`config.mk`:
```
export PLATFORM = sky130hd
export DESIGN_NAME = ifetch_seq
export DESIGN_NICKNAME = d
export VERILOG_FILES = /design/src/rtl/ifetch_pkg.sv /design/src/rtl/ifetch_decode.sv /design/src/rtl/ifetch_pc.sv /design/src/rtl/ifetch_seq.sv
export SDC_FILE = /design/constraint.sdc
export NUM_CORES = 1
export LEC_CHECK = 0
export BUFFER_PORTS_ARGS = -buffer_cell sky130_fd_sc_hd__buf_4
export CELL_PAD_IN_SITES_DETAIL_PLACEMENT = 1
export CELL_PAD_IN_SITES_GLOBAL_PLACEMENT = 1
export CORE_UTILIZATION = 40
export CTS_CLUSTER_SIZE = 24
export DETAILED_ROUTE_END_ITERATION = 16
export GPL_TIMING_DRIVEN = 1
export HOLD_SLACK_MARGIN = 0.12
export MAX_ROUTING_LAYER = met4
export PLACE_DENSITY_LB_ADDON = 0.05
export RECOVER_POWER = 50
export SETUP_SLACK_MARGIN = 0.5
export SLEW_MARGIN = 10
export SYNTH_ARGS = -nofsm -noshare
export SYNTH_HDL_FRONTEND = slang
export SYNTH_SLANG_ARGS = --single-unit
```
`constraint.sdc`:
```
create_clock -name clk -period 3.65 [get_ports clk]
set_input_delay 0.1825 -clock clk [delete_from_list [all_inputs] [get_ports clk]]
set_output_delay 0.1825 -clock clk [all_outputs]
set_load 0.03 [all_outputs]
```
`src/rtl/ifetch_pkg.sv`:
```
package ifetch_pkg;

  typedef enum logic [1:0] {
    MODE_INH = 2'd0,
    MODE_IMM = 2'd1,
    MODE_DIR = 2'd2,
    MODE_EXT = 2'd3
  } mode_e;

  typedef enum logic [2:0] {
    ST_IDLE,
    ST_OPCODE,
    ST_PFX_OPCODE,
    ST_OPND_HI,
    ST_OPND_LO,
    ST_DONE
  } fetch_state_e;

endpackage

```
`src/rtl/ifetch_decode.sv`:
```
module ifetch_decode
  import ifetch_pkg::*;
#(
  parameter int DW = 8
) (
  input  logic [DW-1:0] opcode,
  output mode_e         mode,
  output logic          illegal
);

  localparam int NIB = 4;

  logic [NIB-1:0] grp;
  assign grp = opcode[DW-1 -: NIB];

  always_comb begin
    mode    = MODE_INH;
    illegal = 1'b0;
    case (grp)
      4'h0, 4'h1, 4'h2, 4'h3: mode = MODE_INH;
      4'h8, 4'hC:             mode = MODE_IMM;
      4'h9, 4'hD:             mode = MODE_DIR;
      4'hB, 4'hF:             mode = MODE_EXT;
      default: begin
        mode    = MODE_INH;
        illegal = 1'b1;
      end
    endcase
  end

endmodule

```
`src/rtl/ifetch_pc.sv`:
```
module ifetch_pc #(
  parameter int AW = 16
) (
  input  logic          clk,
  input  logic          rst,
  input  logic [AW-1:0] load_val,
  input  logic          step,
  output logic [AW-1:0] pc
);

  always_ff @(posedge clk) begin
    if (rst)       pc <= load_val;
    else if (step) pc <= pc + AW'(1);
  end

endmodule

```
`src/rtl/ifetch_seq.sv`:
```
module ifetch_seq
  import ifetch_pkg::*;
#(
  parameter int          DW       = 8,
  parameter int          AW       = 2 * DW,
  parameter logic [7:0]  PFX_CODE = 8'h18
) (
  input  logic          clk,
  input  logic          rst,
  input  logic [AW-1:0] reset_vec,
  input  logic          start,
  output logic          mem_rd_en,
  output logic [AW-1:0] mem_addr,
  input  logic [DW-1:0] mem_rdata,
  output logic          out_valid,
  input  logic          out_ready,
  output logic [DW-1:0] out_opcode,
  output logic          out_prefix_y,
  output logic [1:0]    out_mode,
  output logic [AW-1:0] out_operand,
  output logic          out_illegal,
  output logic [AW-1:0] out_start_pc,
  output logic [AW-1:0] pc_now
);

  localparam logic [DW-1:0] PFX = DW'(PFX_CODE);

  fetch_state_e  state;
  mode_e         dec_mode;
  logic          dec_illegal;
  logic          is_pfx;
  logic          take_opc;
  logic          dbl_pfx;
  logic [DW-1:0] hi_q;
  mode_e         mode_q;

  ifetch_decode #(.DW(DW)) u_dec (
    .opcode  (mem_rdata),
    .mode    (dec_mode),
    .illegal (dec_illegal)
  );

  ifetch_pc #(.AW(AW)) u_pc (
    .clk      (clk),
    .rst      (rst),
    .load_val (reset_vec),
    .step     (mem_rd_en),
    .pc       (pc_now)
  );

  assign is_pfx   = (mem_rdata == PFX);
  assign take_opc = ((state == ST_OPCODE) || (state == ST_PFX_OPCODE)) && !is_pfx;
  assign dbl_pfx  = (state == ST_PFX_OPCODE) && is_pfx;

  always_comb begin
    mem_rd_en = 1'b0;
    case (state)
      ST_IDLE:       mem_rd_en = start;
      ST_OPCODE:     mem_rd_en = is_pfx || (dec_mode != MODE_INH);
      ST_PFX_OPCODE: mem_rd_en = !is_pfx && (dec_mode != MODE_INH);
      ST_OPND_HI:    mem_rd_en = 1'b1;
      default:       mem_rd_en = 1'b0;
    endcase
  end

  assign mem_addr = pc_now;
  assign out_mode = mode_q;

  always_ff @(posedge clk) begin
    if (rst) begin
      state        <= ST_IDLE;
      out_valid    <= 1'b0;
      out_opcode   <= '0;
      out_prefix_y <= 1'b0;
      mode_q       <= MODE_INH;
      out_operand  <= '0;
      out_illegal  <= 1'b0;
      out_start_pc <= '0;
      hi_q         <= '0;
    end else begin
      case (state)
        ST_IDLE: begin
          if (start) begin
            out_start_pc <= pc_now;
            out_prefix_y <= 1'b0;
            out_illegal  <= 1'b0;
            out_operand  <= '0;
            hi_q         <= '0;
            state        <= ST_OPCODE;
          end
        end
        ST_OPCODE, ST_PFX_OPCODE: begin
          if (take_opc) begin
            out_opcode  <= mem_rdata;
            mode_q      <= dec_mode;
            out_illegal <= dec_illegal;
            case (dec_mode)
              MODE_INH: begin
                out_valid <= 1'b1;
                state     <= ST_DONE;
              end
              MODE_EXT: state <= ST_OPND_HI;
              default:  state <= ST_OPND_LO;
            endcase
          end else if (dbl_pfx) begin
            out_opcode  <= mem_rdata;
            mode_q      <= MODE_INH;
            out_illegal <= 1'b1;
            out_valid   <= 1'b1;
            state       <= ST_DONE;
          end else begin
            out_prefix_y <= 1'b1;
            state        <= ST_PFX_OPCODE;
          end
        end
        ST_OPND_HI: begin
          hi_q  <= mem_rdata;
          state <= ST_OPND_LO;
        end
        ST_OPND_LO: begin
          out_operand <= {hi_q, mem_rdata};
          out_valid   <= 1'b1;
          state       <= ST_DONE;
        end
        ST_DONE: begin
          if (out_ready) begin
            out_valid <= 1'b0;
            state     <= ST_IDLE;
          end
        end
        default: state <= ST_IDLE;
      endcase
    end
  end

endmodule

```
Word-level counts from Yosys, hierarchy flattened:

Cells that the tools add are included.

* flip-flop bits (word level): 72
* bits in latches: 0
* memory bits (writable): 0
* memory bits (read-only): 0
* input port bits: 28
* memories: 0

* add/sub/neg operators: 1
* multipliers: 0
* divide/modulo/power cells: 0
* order comparisons: 0
* equal/unequal tests: 22
* shifts and indexed selects: 0
* multiplexer cells: 30
* bitwise operators: 0
* reduce and logical (&&, ||, !) cells: 29

Operator list (number)
* 16-bit two-way mux: 3
* 16-bit case mux with 2 select lines: 1
* 4-bit equality test (second input constant): 6
* 8-bit two-way mux: 3
* 16-bit by 1-bit adder with 16-bit output (second input constant): 1
* 8-bit case mux with 2 select lines: 1
* 3-bit case mux with 5 select lines: 1
* 3-bit two-way mux: 4
* 2-bit nonzero test: 6
* 2-bit AND reduction: 5
* 10-bit OR reduction: 1
* 1-bit two-way mux: 9
* 4-bit by 2-bit equality test with 1-bit output (second input constant): 2
* 8-bit by 5-bit equality test with 1-bit output (second input constant): 1
* 2-bit != test (second input constant): 4
* 4-bit AND reduction: 2
* 2-bit OR reduction: 4
* 3-bit by 2-bit equality test with 1-bit output (second input constant): 2
* 3-bit equality test (second input constant): 2
* 2-bit case mux with 3 select lines: 1
* 3-bit case mux with 2 select lines: 1
* 4-bit by 1-bit equality test with 1-bit output (second input constant): 1
* 4-bit zero test: 1
* 2-bit two-way mux: 2
* 14 further kinds: 18

Depth between registers and ports, before layout:

* word-level depth: 8
* mapped depth: 8
* gate-level depth less buffers: 7

Hierarchy:

Synthesis repeated with hierarchy kept, for this count alone.

* cells, all modules: 371
* area, all modules: 3440.8 um^2

Modules (own cells, without submodules)
* ifetch_seq: instances 1, cells each 276, area each 2431.1 um^2, seq. area each 1121.1 um^2
* ifetch_pc: instances 1, cells each 89, area each 970.9 um^2, seq. area each 480.5 um^2
* ifetch_decode: instances 1, cells each 6, area each 38.8 um^2, seq. area each 0.0 um^2

Worst setup path after synthesis:

Ideal clock, no wire load.

* path type: input -> register
* start point: in mem_rdata[4]
* end point: reg u_pc.pc[0], enable pin
* arrival: 2166 ps
* slack: 1111 ps
* cell stages on the path: 6
* buffers on the path: 1
* cell sequence: clkbuf_2 > nand2b_1 > nand3_1 > ha_1 > o32ai_1 > or2_1

* word-level cells in the longest chain between the ends: 7
* elaborated cells on any way between the ends: 17

Ends and longest elaborated chain
* start: declaration: line ifetch_seq.sv:14 `input logic [DW-1:0] mem_rdata,`
* 4-bit equality test: line ifetch_decode.sv:19 `case (grp)`
* 2-bit OR reduction
* 2-bit case mux with 3 select lines: line ifetch_decode.sv:19
* 2-bit nonzero test: line ifetch_seq.sv:59, ifetch_seq.sv:60
* 1-bit logical AND or 1-bit logical OR (tied branches): line ifetch_seq.sv:60, ifetch_seq.sv:59
* 1-bit case mux with 4 select lines (*): line ifetch_seq.sv:57 `case (state)`
* via mem_rd_en: line ifetch_seq.sv:12 `output logic mem_rd_en,`
* 2-bit nonzero test (no line) (*)
* end signal: assignment: line ifetch_pc.sv:12 `if (rst) pc <= load_val;`
* end signal: assignment: line ifetch_pc.sv:13 `else if (step) pc <= pc + AW'(1);`
* end: declaration: line ifetch_pc.sv:8 `output logic [AW-1:0] pc`

The timed path passes the listed nets; every way through them passes the cells marked *.
A chain may end at the register's enable or synchronous reset.

Worst setup path after layout:

* start point: reg state[0]
* end point: reg u_pc.pc[7], enable pin

* word-level cells in the longest chain between the ends: 3
* elaborated cells on any way between the ends: 6

Ends and longest elaborated chain
* start: declaration: line ifetch_seq.sv:28 `fetch_state_e state;`
* start signal: assignment: line ifetch_seq.sv:71 `state <= ST_IDLE;`
* start signal: assignment: line ifetch_seq.sv:89 `state <= ST_OPCODE;`
* start signal: assignment: line ifetch_seq.sv:100 `state <= ST_DONE;`
* 3-bit by 2-bit equality test with 1-bit output (tied with other cells): line ifetch_seq.sv:57
* 1-bit case mux with 4 select lines (*): line ifetch_seq.sv:57
* 2-bit nonzero test (no line) (*)

Mark *: on every way between the ends. The rest lies on a longest branch, timed or not.

==> key figures <==
Cells and area
  • FF/Latch Area: 1600 µm²
  • Share of cells above drive strength 1: 0.128
  • Layout net count: 487
  • Fill cells: 1,050
  • Footprint of the multi-input gates: 1520 µm²
  • Area grow syn2layout: 19.0%
  • Design area: 4030 µm²
  • Non-filler cells, final: 566
  • Antenna cell count: 0

Synth
  • Post-Synthesis Cells: 374
  • Yosys top cell area share: 0.331
  • Syn nets: 405
  • Synth warnings: 0
  • FF+latch count, synth: 72
  • Seq/Total Area, Yosys: 0.473
  • Asr flop ratio synth: 0
  • Dominant cells by area after synthesis: dfxtp_1 (33%), edfxtp_1 (14%), nand2_1 (6.4%), a22oi_1 (5.3%), nor2_1 (4.4%)
  • EDFF count, synth: 16
  • Distinct cell type count after synthesis: 53
  • Top cell type by total area after synthesis: dfxtp_1
  • Syn Area/Cell: 9.05 µm²
  • Ys flop type: dfxtp_1
  • Post-synthesis instance area: 3390 µm²

Route
  • Vias per cell: 5.39
  • Routed WL: 9610 µm
  • DR DRC count: 0
  • Drt wl/cell: 17.0 µm
  • ANT nets after route: 0
  • Initial DRC count: 45
  • DRT Pass-1 Iters: 4
  • DR vias: 3,053

GRT
  • Largest net degree at the start of global routing: 43
  • Initial antenna violation count: 0
  • Number of global-route vias before repair: 2,888
  • Remaining Overflow, GRT: 0
  • First-pass GRT wire length: 15,000 µm
  • GRT Util Overall: 0.229

Floorplanning
  • Initial Util: 0.412
  • Row Count: 33
  • Die X: 94 µm
  • Core area: 8220 µm²
  • Die H: 94 µm
  • Die area: 8840 µm²
  • Ports: 106

Placed design
  • DP Wirelength: 6770 µm
  • RD Place Congestion: 0.858
  • Placed cells: 547
  • PortBufs: 105
  • Post-DP Area: 4100 µm²
  • Dpl ws: 1.23 ns

Clocking
  • Worst-Skew Late Latency: 0.35 ns
  • CTS Buf Count: 9
  • Post-CTS sizing: 0
  • TritonCTS clock tree: yes
  • Clock Path Buffers: 2
  • Hold Buf Count CTS: 3
  • Postcts setup bufs: 0
  • Clk slew on worst S/H paths: 0.08 ns
  • Root Buffer: clkbuf_8
  • CTS Sinks: 72
  • H-tree depth: 3

Hold path
  • Class of the worst hold path: in -> reg

Power
  • Max IR drop VDD: 0.198 mV
  • Pwr dens: 562 nW/µm²
  • Static Leak: 1.45 nW
  • Overall power: 0.00226 W

STA
  • Fin crit share: 0.668
  • Final min period: 2.44 ns
  • Worst Slack Setup Final: 1.21 ns
  • Fin Setup TNS: 0 ns
  • Relative slew slack: -0.0248
  • Hold Fails Final Rpt: 0
  • RSZ-0062 raised after global routing: false
  • FMAX: 410 MHz
  • Least-Margin Pin Slew: 1.54 ns
  • Finish-stage setup viols: 0
  • Slew Limit Fails: 39
  • Final clock skew: 0.0136 ns

Critical path
  • Worst reg2reg path startpoint: state[0]
  • Register-to-register setup slack: 1.21 ns
  • Cell count of the worst reg-to-reg path: 4
  • Worst setup endpoint: u_pc.pc[7]
  • Crit. End Element: flip-flop
  • CP Launch Type: flip-flop
  • Worst r2r dst: u_pc.pc[7]
  • Worst setup path class: reg -> reg
  • Worst Path Max Fanout: 20
  • Crit path DAT: 2.43 ns
  • Critical path origin: state[0]
  • Critical path data required time: 3.65 ns

Job
  • Max-cap violations: 1

Status
  • Failing checks: capacitance limit, slew limit
  • Outcome: finished with violations
## cell families after synthesis
family | after synthesis | share of synthesized area
buffers and inverters | 49 | 0.0776
adders and majority gates | 3 | 0.0111
and+or+nand+nor | 142 | 0.211
xor gates and xnor gates | 12 | 0.0310
muxes | 1 | 0.00333
DFF | 72 | 0.473
AOI/OAI and AO/OA | 95 | 0.193
## sequential cells by signal, indices dropped and copies added, names as in the netlist
register / cells
out_opcode: 8
out_valid: 1
out_mode: 2
out_start_pc: 16
u_pc.pc: 16
out_operand: 16
hi_q: 8
state: 3
out_prefix_y: 1
out_illegal: 1
## through the flow
step	hold slack, ns	utilization
2_1_floorplan	0.316	-
3_3_place_gp	0.443	0.498
3_5_place_dp	0.449	0.498
5_1_grt	0.136	0.490
4_1_cts	0.121	0.526
6_report	0.131	0.490
## Yosys cell counts (2+ instances only)
library cell	n
nand3_1	9
or3_1	2
nor4_1	5
nor3_1	3
inv_1	10
buf_4	17
dfxtp_1	56
nand2b_1	7
o311ai_0	2
nand2_1	58
nand3b_1	3
xnor2_1	10
nand4_1	3
ha_1	3
o2bb2ai_1	2
edfxtp_1	16
a22oi_1	24
a22o_1	8
clkbuf_1	13
buf_1	2
nor2_1	40
buf_2	5
nor4_4	2
o32ai_1	2
a21oi_1	25
o21ai_0	15
a31oi_1	5
xor2_1	2
## power by group
part / leakage [nW] / total [W] / internal (W) / switching, W
clock network: 0.0974 / 0.000627 / 0.000308 / 0.000319
registers: 0.622 / 0.00102 / 0.000906 / 0.000111
logic: 0.728 / 0.000620 / 0.000173 / 0.000447
total: 1.45 / 0.00226 / 0.00139 / 0.000877
## cell usage in the layout, fill, tap and decap left out, types with 5 or more instances in the layout
master / n
dfxtp_1: 56
a22oi_1: 24
clkbuf_8: 10
buf_4: 28
nand3_1: 9
nand2_1: 58
nor4_1: 5
nor2_1: 40
xnor2_1: 10
nand2b_1: 7
o21ai_0: 15
clkbuf_1: 78
a22o_1: 8
a31oi_1: 5
edfxtp_1: 16
a21oi_1: 25
inv_1: 10
## area by class of cell
| type | count | share of cell area |
|---|---|---|
| timing repair buffer | 110 | 0.134 |
| tap | 105 | 0.0326 |
| clock buffer | 11 | 0.0404 |
| sequential | 72 | 0.398 |
| clock inverter | 5 | 0.00870 |
| multi-input combinational | 253 | 0.378 |
| inverter | 10 | 0.00932 |
## how the worst min path moves through the flow
stage	startpoint	to	slack, ns	cells after the start
after floorplan	mem_rdata[0]	out_opcode[0]	0.32	1
after global placement	out_start_pc[4]	out_start_pc[4]	0.44	2
after detailed placement	out_start_pc[11]	out_start_pc[11]	0.45	2
after CTS	reset_vec[10]	u_pc.pc[10]	0.12	3
after global routing	reset_vec[3]	u_pc.pc[3]	0.14	3
final	reset_vec[8]	u_pc.pc[8]	0.13	3
## critical path: stages (launching register included)
cell      delay, ns
dfxtp_1        0.81
nand2b_1       0.35
a21oi_1        0.29
o32ai_1        0.15
or2_1          0.48
## routing by layer
layer  track usage  share of wire
met5             -              0
met4        0.0769          0.013
met3        0.0316          0.041
met2         0.395           0.50
met1         0.275           0.44
Power figures use the tool's default switching activity.
